<file path="config.mk">
export PLATFORM = sky130hd
export DESIGN_NAME = plat_irq_ctrl
export DESIGN_NICKNAME = d
export VERILOG_FILES = /design/src/rtl/pic_pkg.sv /design/src/rtl/pic_gateway.sv /design/src/rtl/pic_arbiter.sv /design/src/rtl/plat_irq_ctrl.sv
export SDC_FILE = /design/constraint.sdc
export NUM_CORES = 1
export LEC_CHECK = 0
export BUFFER_PORTS_ARGS = -buffer_cell sky130_fd_sc_hd__buf_2
export CAP_MARGIN = 0
export CORE_ASPECT_RATIO = 0.6
export CORE_MARGIN = 2
export CORE_UTILIZATION = 35
export DETAILED_ROUTE_END_ITERATION = 6
export GPL_TIMING_DRIVEN = 0
export PLACE_DENSITY = 0.6
export SLEW_MARGIN = 10
export SYNTH_ARGS = -nofsm -noshare
export SYNTH_HDL_FRONTEND = slang
export SYNTH_SLANG_ARGS = --single-unit
export TNS_END_PERCENT = 1
</file>
<file path="constraint.sdc">
create_clock -name clk -period 32.2 [get_ports clk]
set_input_delay 0 -clock clk [delete_from_list [all_inputs] [get_ports clk]]
set_output_delay 0 -clock clk [all_outputs]
set_load 0.03 [all_outputs]
</file>
<file path="src/rtl/pic_pkg.sv">
package pic_pkg;
  localparam logic [31:0] EN_BASE    = 32'h0000_2000;
  localparam logic [31:0] EN_STRIDE  = 32'h0000_0080;
  localparam logic [31:0] CTL_BASE   = 32'h0020_0000;
  localparam logic [31:0] CTL_STRIDE = 32'h0000_1000;
  localparam int          MAX_SRC    = 1024;

  typedef enum logic [2:0] {D_NONE, D_PRIO, D_EN, D_THR, D_CLAIM} dkind_e;

  typedef struct packed {
    dkind_e      kind;
    logic [15:0] idx;  // source id or context number
    logic [4:0]  sub;  // enable word within a context
  } dec_t;

  // Map a byte address onto a register class and its indices.
  function automatic dec_t decode_addr(logic [31:0] a, int unsigned nsrc,
                                       int unsigned nctx);
    dec_t d;
    logic [31:0] off;
    d = '{kind: D_NONE, idx: '0, sub: '0};
    if (a < 32'h0000_1000) begin
      if (a[31:2] >= 30'd1 && a[31:2] <= 30'(nsrc)) begin
        d.kind = D_PRIO;
        d.idx  = 16'(a[31:2]);
      end
    end else if (a >= EN_BASE && a < EN_BASE + 32'(nctx) * EN_STRIDE) begin
      off    = a - EN_BASE;
      d.kind = D_EN;
      d.idx  = 16'(off >> 7);
      d.sub  = a[6:2];
    end else if (a >= CTL_BASE && a < CTL_BASE + 32'(nctx) * CTL_STRIDE) begin
      off   = a - CTL_BASE;
      d.idx = 16'(off >> 12);
      if (a[11:0] == 12'h000)      d.kind = D_THR;
      else if (a[11:0] == 12'h004) d.kind = D_CLAIM;
    end
    return d;
  endfunction
endpackage

</file>
<file path="src/rtl/pic_gateway.sv">
module pic_gateway #(
  parameter bit EDGE = 1'b0
) (
  input  logic clk,
  input  logic rst_n,
  input  logic src,
  input  logic claim,
  input  logic done,
  output logic pend_o,
  output logic busy_o
);
  logic prev_q, held_q;
  logic open_g, rise, req;

  assign open_g = !pend_o && !busy_o;
  assign rise   = src && !prev_q;
  assign req    = EDGE ? (rise || held_q) : src;

  always_ff @(posedge clk) begin
    if (!rst_n) begin
      prev_q <= 1'b0;
      held_q <= 1'b0;
      pend_o <= 1'b0;
      busy_o <= 1'b0;
    end else begin
      prev_q <= src;
      if (claim) begin
        pend_o <= 1'b0;
        busy_o <= 1'b1;
      end else if (open_g && req) begin
        pend_o <= 1'b1;
      end
      if (done && busy_o) busy_o <= 1'b0;
      if (!EDGE)                held_q <= 1'b0;
      else if (open_g && req)   held_q <= 1'b0;
      else if (rise && !open_g) held_q <= 1'b1;
    end
  end
endmodule

</file>
<file path="src/rtl/pic_arbiter.sv">
module pic_arbiter #(
  parameter int NSRC   = 8,
  parameter int PRIO_W = 3,
  parameter int IDW    = 4
) (
  input  logic [NSRC:0]             pend,
  input  logic [NSRC:0]             en,
  input  logic [NSRC:0][PRIO_W-1:0] prio,
  input  logic [PRIO_W-1:0]         thr,
  input  logic [NSRC:0]             drop,
  output logic [IDW-1:0]            best_id,
  output logic                      fire
);
  logic [PRIO_W-1:0] bp;

  always_comb begin
    best_id = '0;
    bp      = thr;
    fire    = 1'b0;
    for (int i = 1; i <= NSRC; i++) begin
      if (pend[i] && en[i] && prio[i] > thr && !drop[i]) fire = 1'b1;
      if (pend[i] && en[i] && prio[i] > bp) begin
        best_id = IDW'(i);
        bp      = prio[i];
      end
    end
  end
endmodule

</file>
<file path="src/rtl/plat_irq_ctrl.sv">
module plat_irq_ctrl
  import pic_pkg::*;
#(
  parameter int NSRC   = 8,
  parameter int NCTX   = 2,
  parameter int PRIO_W = 3,
  parameter int AW     = 26,
  parameter logic [NSRC:1] EDGE_MASK = {{(NSRC/2){1'b1}}, {(NSRC-NSRC/2){1'b0}}}
) (
  input  logic            clk,
  input  logic            rst_n,
  input  logic [NSRC:1]   src_irq,
  input  logic            reg_sel,
  input  logic            reg_wr,
  input  logic [AW-1:0]   reg_addr,
  input  logic [31:0]     reg_wdata,
  output logic [31:0]     reg_rdata,
  output logic [NCTX-1:0] ctx_irq
);
  localparam int IDW = $clog2(NSRC + 1);
  localparam int CW  = (NCTX > 1) ? $clog2(NCTX) : 1;

  initial begin
    if (NSRC < 1 || NSRC > MAX_SRC) $error("NSRC out of range");
  end

  logic [NSRC:0][PRIO_W-1:0] prio_q;
  logic [NCTX-1:0][NSRC:0]   en_q;
  logic [NCTX-1:0][PRIO_W-1:0] thr_q;

  logic [NSRC:0] pend, busy, claim_vec, done_vec;
  logic [NCTX-1:0][IDW-1:0] best_id;
  logic [NCTX-1:0] fire;

  dec_t           dec;
  logic [CW-1:0]  dc;
  logic [IDW-1:0] did;
  logic [31:0]    en_rd;

  assign dec = decode_addr(32'(reg_addr), NSRC, NCTX);
  assign dc  = dec.idx[CW-1:0];
  assign did = dec.idx[IDW-1:0];

  // Configuration registers
  always_ff @(posedge clk) begin
    if (!rst_n) begin
      prio_q <= '0;
      en_q   <= '0;
      thr_q  <= '0;
    end else if (reg_sel && reg_wr) begin
      case (dec.kind)
        D_PRIO: prio_q[did] <= reg_wdata[PRIO_W-1:0];
        D_THR:  thr_q[dc]   <= reg_wdata[PRIO_W-1:0];
        D_EN: begin
          for (int b = 0; b < 32; b++) begin
            automatic int id = int'(dec.sub) * 32 + b;
            if (id >= 1 && id <= NSRC) en_q[dc][IDW'(id)] <= reg_wdata[b];
          end
        end
        default: ;
      endcase
    end
  end

  // Enable word gather for reads
  always_comb begin
    en_rd = '0;
    for (int b = 0; b < 32; b++) begin
      automatic int id = int'(dec.sub) * 32 + b;
      if (id >= 1 && id <= NSRC) en_rd[b] = en_q[dc][IDW'(id)];
    end
  end

  // Claim and completion events
  always_comb begin
    claim_vec = '0;
    done_vec  = '0;
    if (reg_sel && dec.kind == D_CLAIM) begin
      if (!reg_wr) begin
        if (best_id[dc] != '0) claim_vec[best_id[dc]] = 1'b1;
      end else if (reg_wdata >= 32'd1 && reg_wdata <= 32'(NSRC)) begin
        done_vec[reg_wdata[IDW-1:0]] = 1'b1;
      end
    end
  end

  // Read data
  always_ff @(posedge clk) begin
    if (!rst_n) begin
      reg_rdata <= '0;
    end else if (reg_sel && !reg_wr) begin
      case (dec.kind)
        D_PRIO:  reg_rdata <= 32'(prio_q[did]);
        D_EN:    reg_rdata <= en_rd;
        D_THR:   reg_rdata <= 32'(thr_q[dc]);
        D_CLAIM: reg_rdata <= 32'(best_id[dc]);
        default: reg_rdata <= '0;
      endcase
    end
  end

  // Gateways
  assign pend[0] = 1'b0;
  assign busy[0] = 1'b0;
  for (genvar i = 1; i <= NSRC; i++) begin : g_src
    pic_gateway #(.EDGE(EDGE_MASK[i])) u_gw (
      .clk    (clk),
      .rst_n  (rst_n),
      .src    (src_irq[i]),
      .claim  (claim_vec[i]),
      .done   (done_vec[i]),
      .pend_o (pend[i]),
      .busy_o (busy[i])
    );
  end

  // Per-context arbitration and interrupt line
  for (genvar c = 0; c < NCTX; c++) begin : g_ctx
    pic_arbiter #(.NSRC(NSRC), .PRIO_W(PRIO_W), .IDW(IDW)) u_arb (
      .pend    (pend),
      .en      (en_q[c]),
      .prio    (prio_q),
      .thr     (thr_q[c]),
      .drop    (claim_vec),
      .best_id (best_id[c]),
      .fire    (fire[c])
    );
  end

  always_ff @(posedge clk) begin
    if (!rst_n) ctx_irq <= '0;
    else        ctx_irq <= fire;
  end
endmodule

</file>
==> results.tsv <==
metric	value	unit
Initial Util	0.361	
outcome	finished with violations	
power density cells	30.0	nW/um2
CTS tree	done	
Sink Count	77	
Critical-path top delay cell	nor3b_1	
worst hold path type	input port to register	
CP required	32.43	ns
post-place instance area	7360	um2
Setup Total Neg Slack	0	ns
total leakage power	3.12	nW
die area	20000	um2
Final #Nets	1077	
Cells on Worst Hold Path	4	
port bufs	75	
Setup Viol. Count Final	0	
worst r2r path cells	45	
Post-synth EDFFs	0	
DIE HEIGHT	110	um
CTS Buf Count	9	
Final Hold Fails	1	
largest net degree at the start of global routing	16	
crit-path max cell delay	0.84	ns
PostCTS Resize Cnt	0	
Worst Path Max Fanout	8	
vias per cell	5.83	
Routed WL	24.4	mm
Crit path max-delay family	compound AO/OA/AOI/OAI gates	
worst r2r dst	ctx_irq[1]	
vias in the first global route	5989	
Sw Share	0.255	
CTS root buf	clkbuf_16	
Peak VDD IR	0.0000308	V
Detail Route Antenna Nets	0	
Most common cell on crit path	ha_1	
prevailing post-synth register cell	dfxtp_1	
Reg2Reg Setup Slack	19.12	ns
design area	7780	um2
failing checks	negative hold slack	
global-route wire length before repair	36.2	mm
combinational power share	0.084	
hold path endpoint	g_src[2].u_gw.pend_o	
Seq/Total Area, Yosys	0.234	
Distinct cells, synth	87	
Post-DP HPWL	19.3	mm
Crit path arrival time	13.31	ns
f_max	76.4	MHz
Reg clk slew, reported paths	0.07	ns
Avg Cell Area, Syn	7.98	um2
minimum clock period	13.08	ns
antenna fix cells	0	
Worst Setup Path Type	register to register	
Longest Clk Path Bufs	2	
P_int	0.174	mW
clk_skew	0.0103	ns
setup bufs post-CTS	0	
Post-Syn Area	6600	um2
Syn Inst Count	827	
top cell type's share of synthesized area	0.234	
Placer Congestion	0.994	
CP startpoint kind	register	
CORE AREA	18300	um2
TritonRoute pass-1 iters	5	
Ys Warns	0	
area delta synth->final	17.9	%
layout cell share with drive strength beyond 1	0.166	
initial drt markers	750	
# DRC	0	
Die Width	181	um
H-tree depth	3	
IO Pins	104	
worst hold slack	-0.00172	ns
post-synthesis async set-or-reset flop share	0	
RSZ-0062 raised after global routing	false	
Slew Viols, Final	0	
Tcrit/Tclk final	0.406	
Congestion Overflow GR	0	
CP Capture Type	register	
hold_buf cts	9	
clock latency on the worst-skew pair	0.35	ns
DR vias	6943	
Site Rows	38	
initial antenna violation count	0	
sequential share of power	0.421	
GRT Util Overall	0.243	
Synth area leaders	dfxtp_1 23%, ha_1 12%, mux2i_1 5.9%, nor2b_1 4.6%, nand2_1 4.5%	
Util after Layout	0.426	
Least-Margin Pin Slew	1.10	ns
#FFs+latches synth	77	
worst hold path startpoint	src_irq[2]	
Worst R2R Start	thr_q[2]	
Max Cap Viol	0	
Buf/Inv on CP	2	
Yosys top cell by area	dfxtp_1	
relative slew slack	0.261	
share of total power in the clock network	0.495	
Psw	0.0595	mW
detail-routed net length per standard cell	20.5	um
cells in the final DEF (no fill, tap or decap), types with 10 or more instances in the layout:
cell      instances
nor4_1           14
buf_2            77
and3_1           14
mux2i_1          39
and2_1           15
a31oi_1          17
mux2_2           11
conb_1           24
a21oi_1          32
nand2_1          79
buf_4            25
a21boi_0         18
nand3_1          37
nor2_1           61
nor2b_1          48
ha_1             62
dfxtp_1          77
nor3_1           13
inv_1            29
clkbuf_1         24
o21ai_0          49
o211a_1          10
o21a_1           11
power groups by stage:
stage	combinational, mW	sequential, mW	clock (mW)
final	0.0195	0.0982	0.115
after global routing	0.0211	0.0983	0.119
after CTS	0.0192	0.0980	0.115
after detailed placement	0.0184	0.100	0
after global placement	0.0182	0.100	0
after floorplan	0.0110	0.0991	0
per-layer routing:
layer / part of all wire / global-route usage / wire [um]
met3: 0.14 / 0.0943 / 3480
met5: 0 / 0 / 0
met4: 0.0082 / 0.0319 / 201
met1: 0.49 / 0.371 / 11900
met2: 0.36 / 0.318 / 8800
registers in the layout, summed over array words and instances, names as in the netlist, 3 cells and up:
register / cells
en_q: 14
prio_q: 27
g_src.u_gw.held_q: 3
thr_q: 6
reg_rdata: 8
g_src.u_gw.pend_o: 7
g_src.u_gw.busy_o: 7
g_src.u_gw.prev_q: 3
kinds of logic (layout without fill, tap and decap cells):
| kind of cell | after synthesis | in the layout | synth area share |
|---|---|---|---|
| other | 1 | 24 | 0.000568 |
| buffers and inverters | 81 | 181 | 0.0607 |
| flip-flops | 77 | 77 | 0.234 |
| AND/OR/NAND/NOR | 329 | 329 | 0.261 |
| adder cells (fa/ha/maj) | 62 | 62 | 0.118 |
| XOR/XNOR | 2 | 2 | 0.00266 |
| AO/OA/AOI/OAI | 225 | 225 | 0.246 |
| multiplexers | 50 | 50 | 0.0779 |
worst max-delay path by stage:
stage	depth (start not counted)	from	to
6_report	45	thr_q[2]	ctx_irq[1]
5_1_grt	45	thr_q[1]	ctx_irq[1]
4_1_cts	45	thr_q[1]	ctx_irq[1]
3_5_place_dp	45	thr_q[1]	ctx_irq[1]
3_3_place_gp	45	thr_q[1]	ctx_irq[1]
2_1_floorplan	45	thr_q[1]	ctx_irq[1]
worst register-to-register path: cells and delay by family (launching register included):
family	cells	cell delay (ns)
adders and majority gates	7	2.10
muxes	5	1.95
and+or+nand+nor	11	3.19
buffers and inverters	2	0.37
DFF	1	0.51
AOI/OAI and AO/OA	20	4.86
cell usage after synthesis (all sizes together), types with 4 or more instances:
| cell | n |
|---|---|
| o21bai | 4 |
| nor2b | 48 |
| or2 | 7 |
| nor3 | 14 |
| nand2 | 81 |
| a21boi | 18 |
| o31ai | 5 |
| nand4 | 5 |
| nor2 | 62 |
| and2 | 16 |
| nand3 | 37 |
| and3 | 14 |
| o211a | 10 |
| mux2i | 39 |
| buf | 28 |
| ha | 62 |
| a21oi | 32 |
| nor4b | 5 |
| a21o | 6 |
| a31oi | 18 |
| o21a | 11 |
| or4 | 4 |
| o21ai | 52 |
| mux2 | 11 |
| a311oi | 7 |
| a221o | 4 |
| clkbuf | 24 |
| nand3b | 4 |
| o211ai | 6 |
| nor3b | 4 |
| dfxtp | 77 |
| inv | 29 |
| nand2b | 6 |
| a211oi | 10 |
| nor4 | 15 |
stage by stage:
stage / hold slack [ns] / power [mW] / cells / setup WS [ns]
final: -0.00172 / 0.233 / 1190 / 19.12
after global routing: 0.0616 / 0.239 / 1190 / 18.39
after CTS: 0.00682 / 0.232 / 1190 / 19.53
after detailed placement: 0.228 / 0.119 / 1165 / 19.56
after global placement: 0.221 / 0.118 / 1165 / 19.57
after floorplan: 0.122 / 0.110 / 850 / 22.01
final cells by class:
class	instances	area [um2]
buffer	52	292
multi-input combinational	692	4740
sequential	77	1540
clock inverter	7	105
fill	1867	10500
tap	240	300
timing repair buffer	84	465
clock buffer	9	225
inverter	29	109
(Power assumes the default switching activity.)
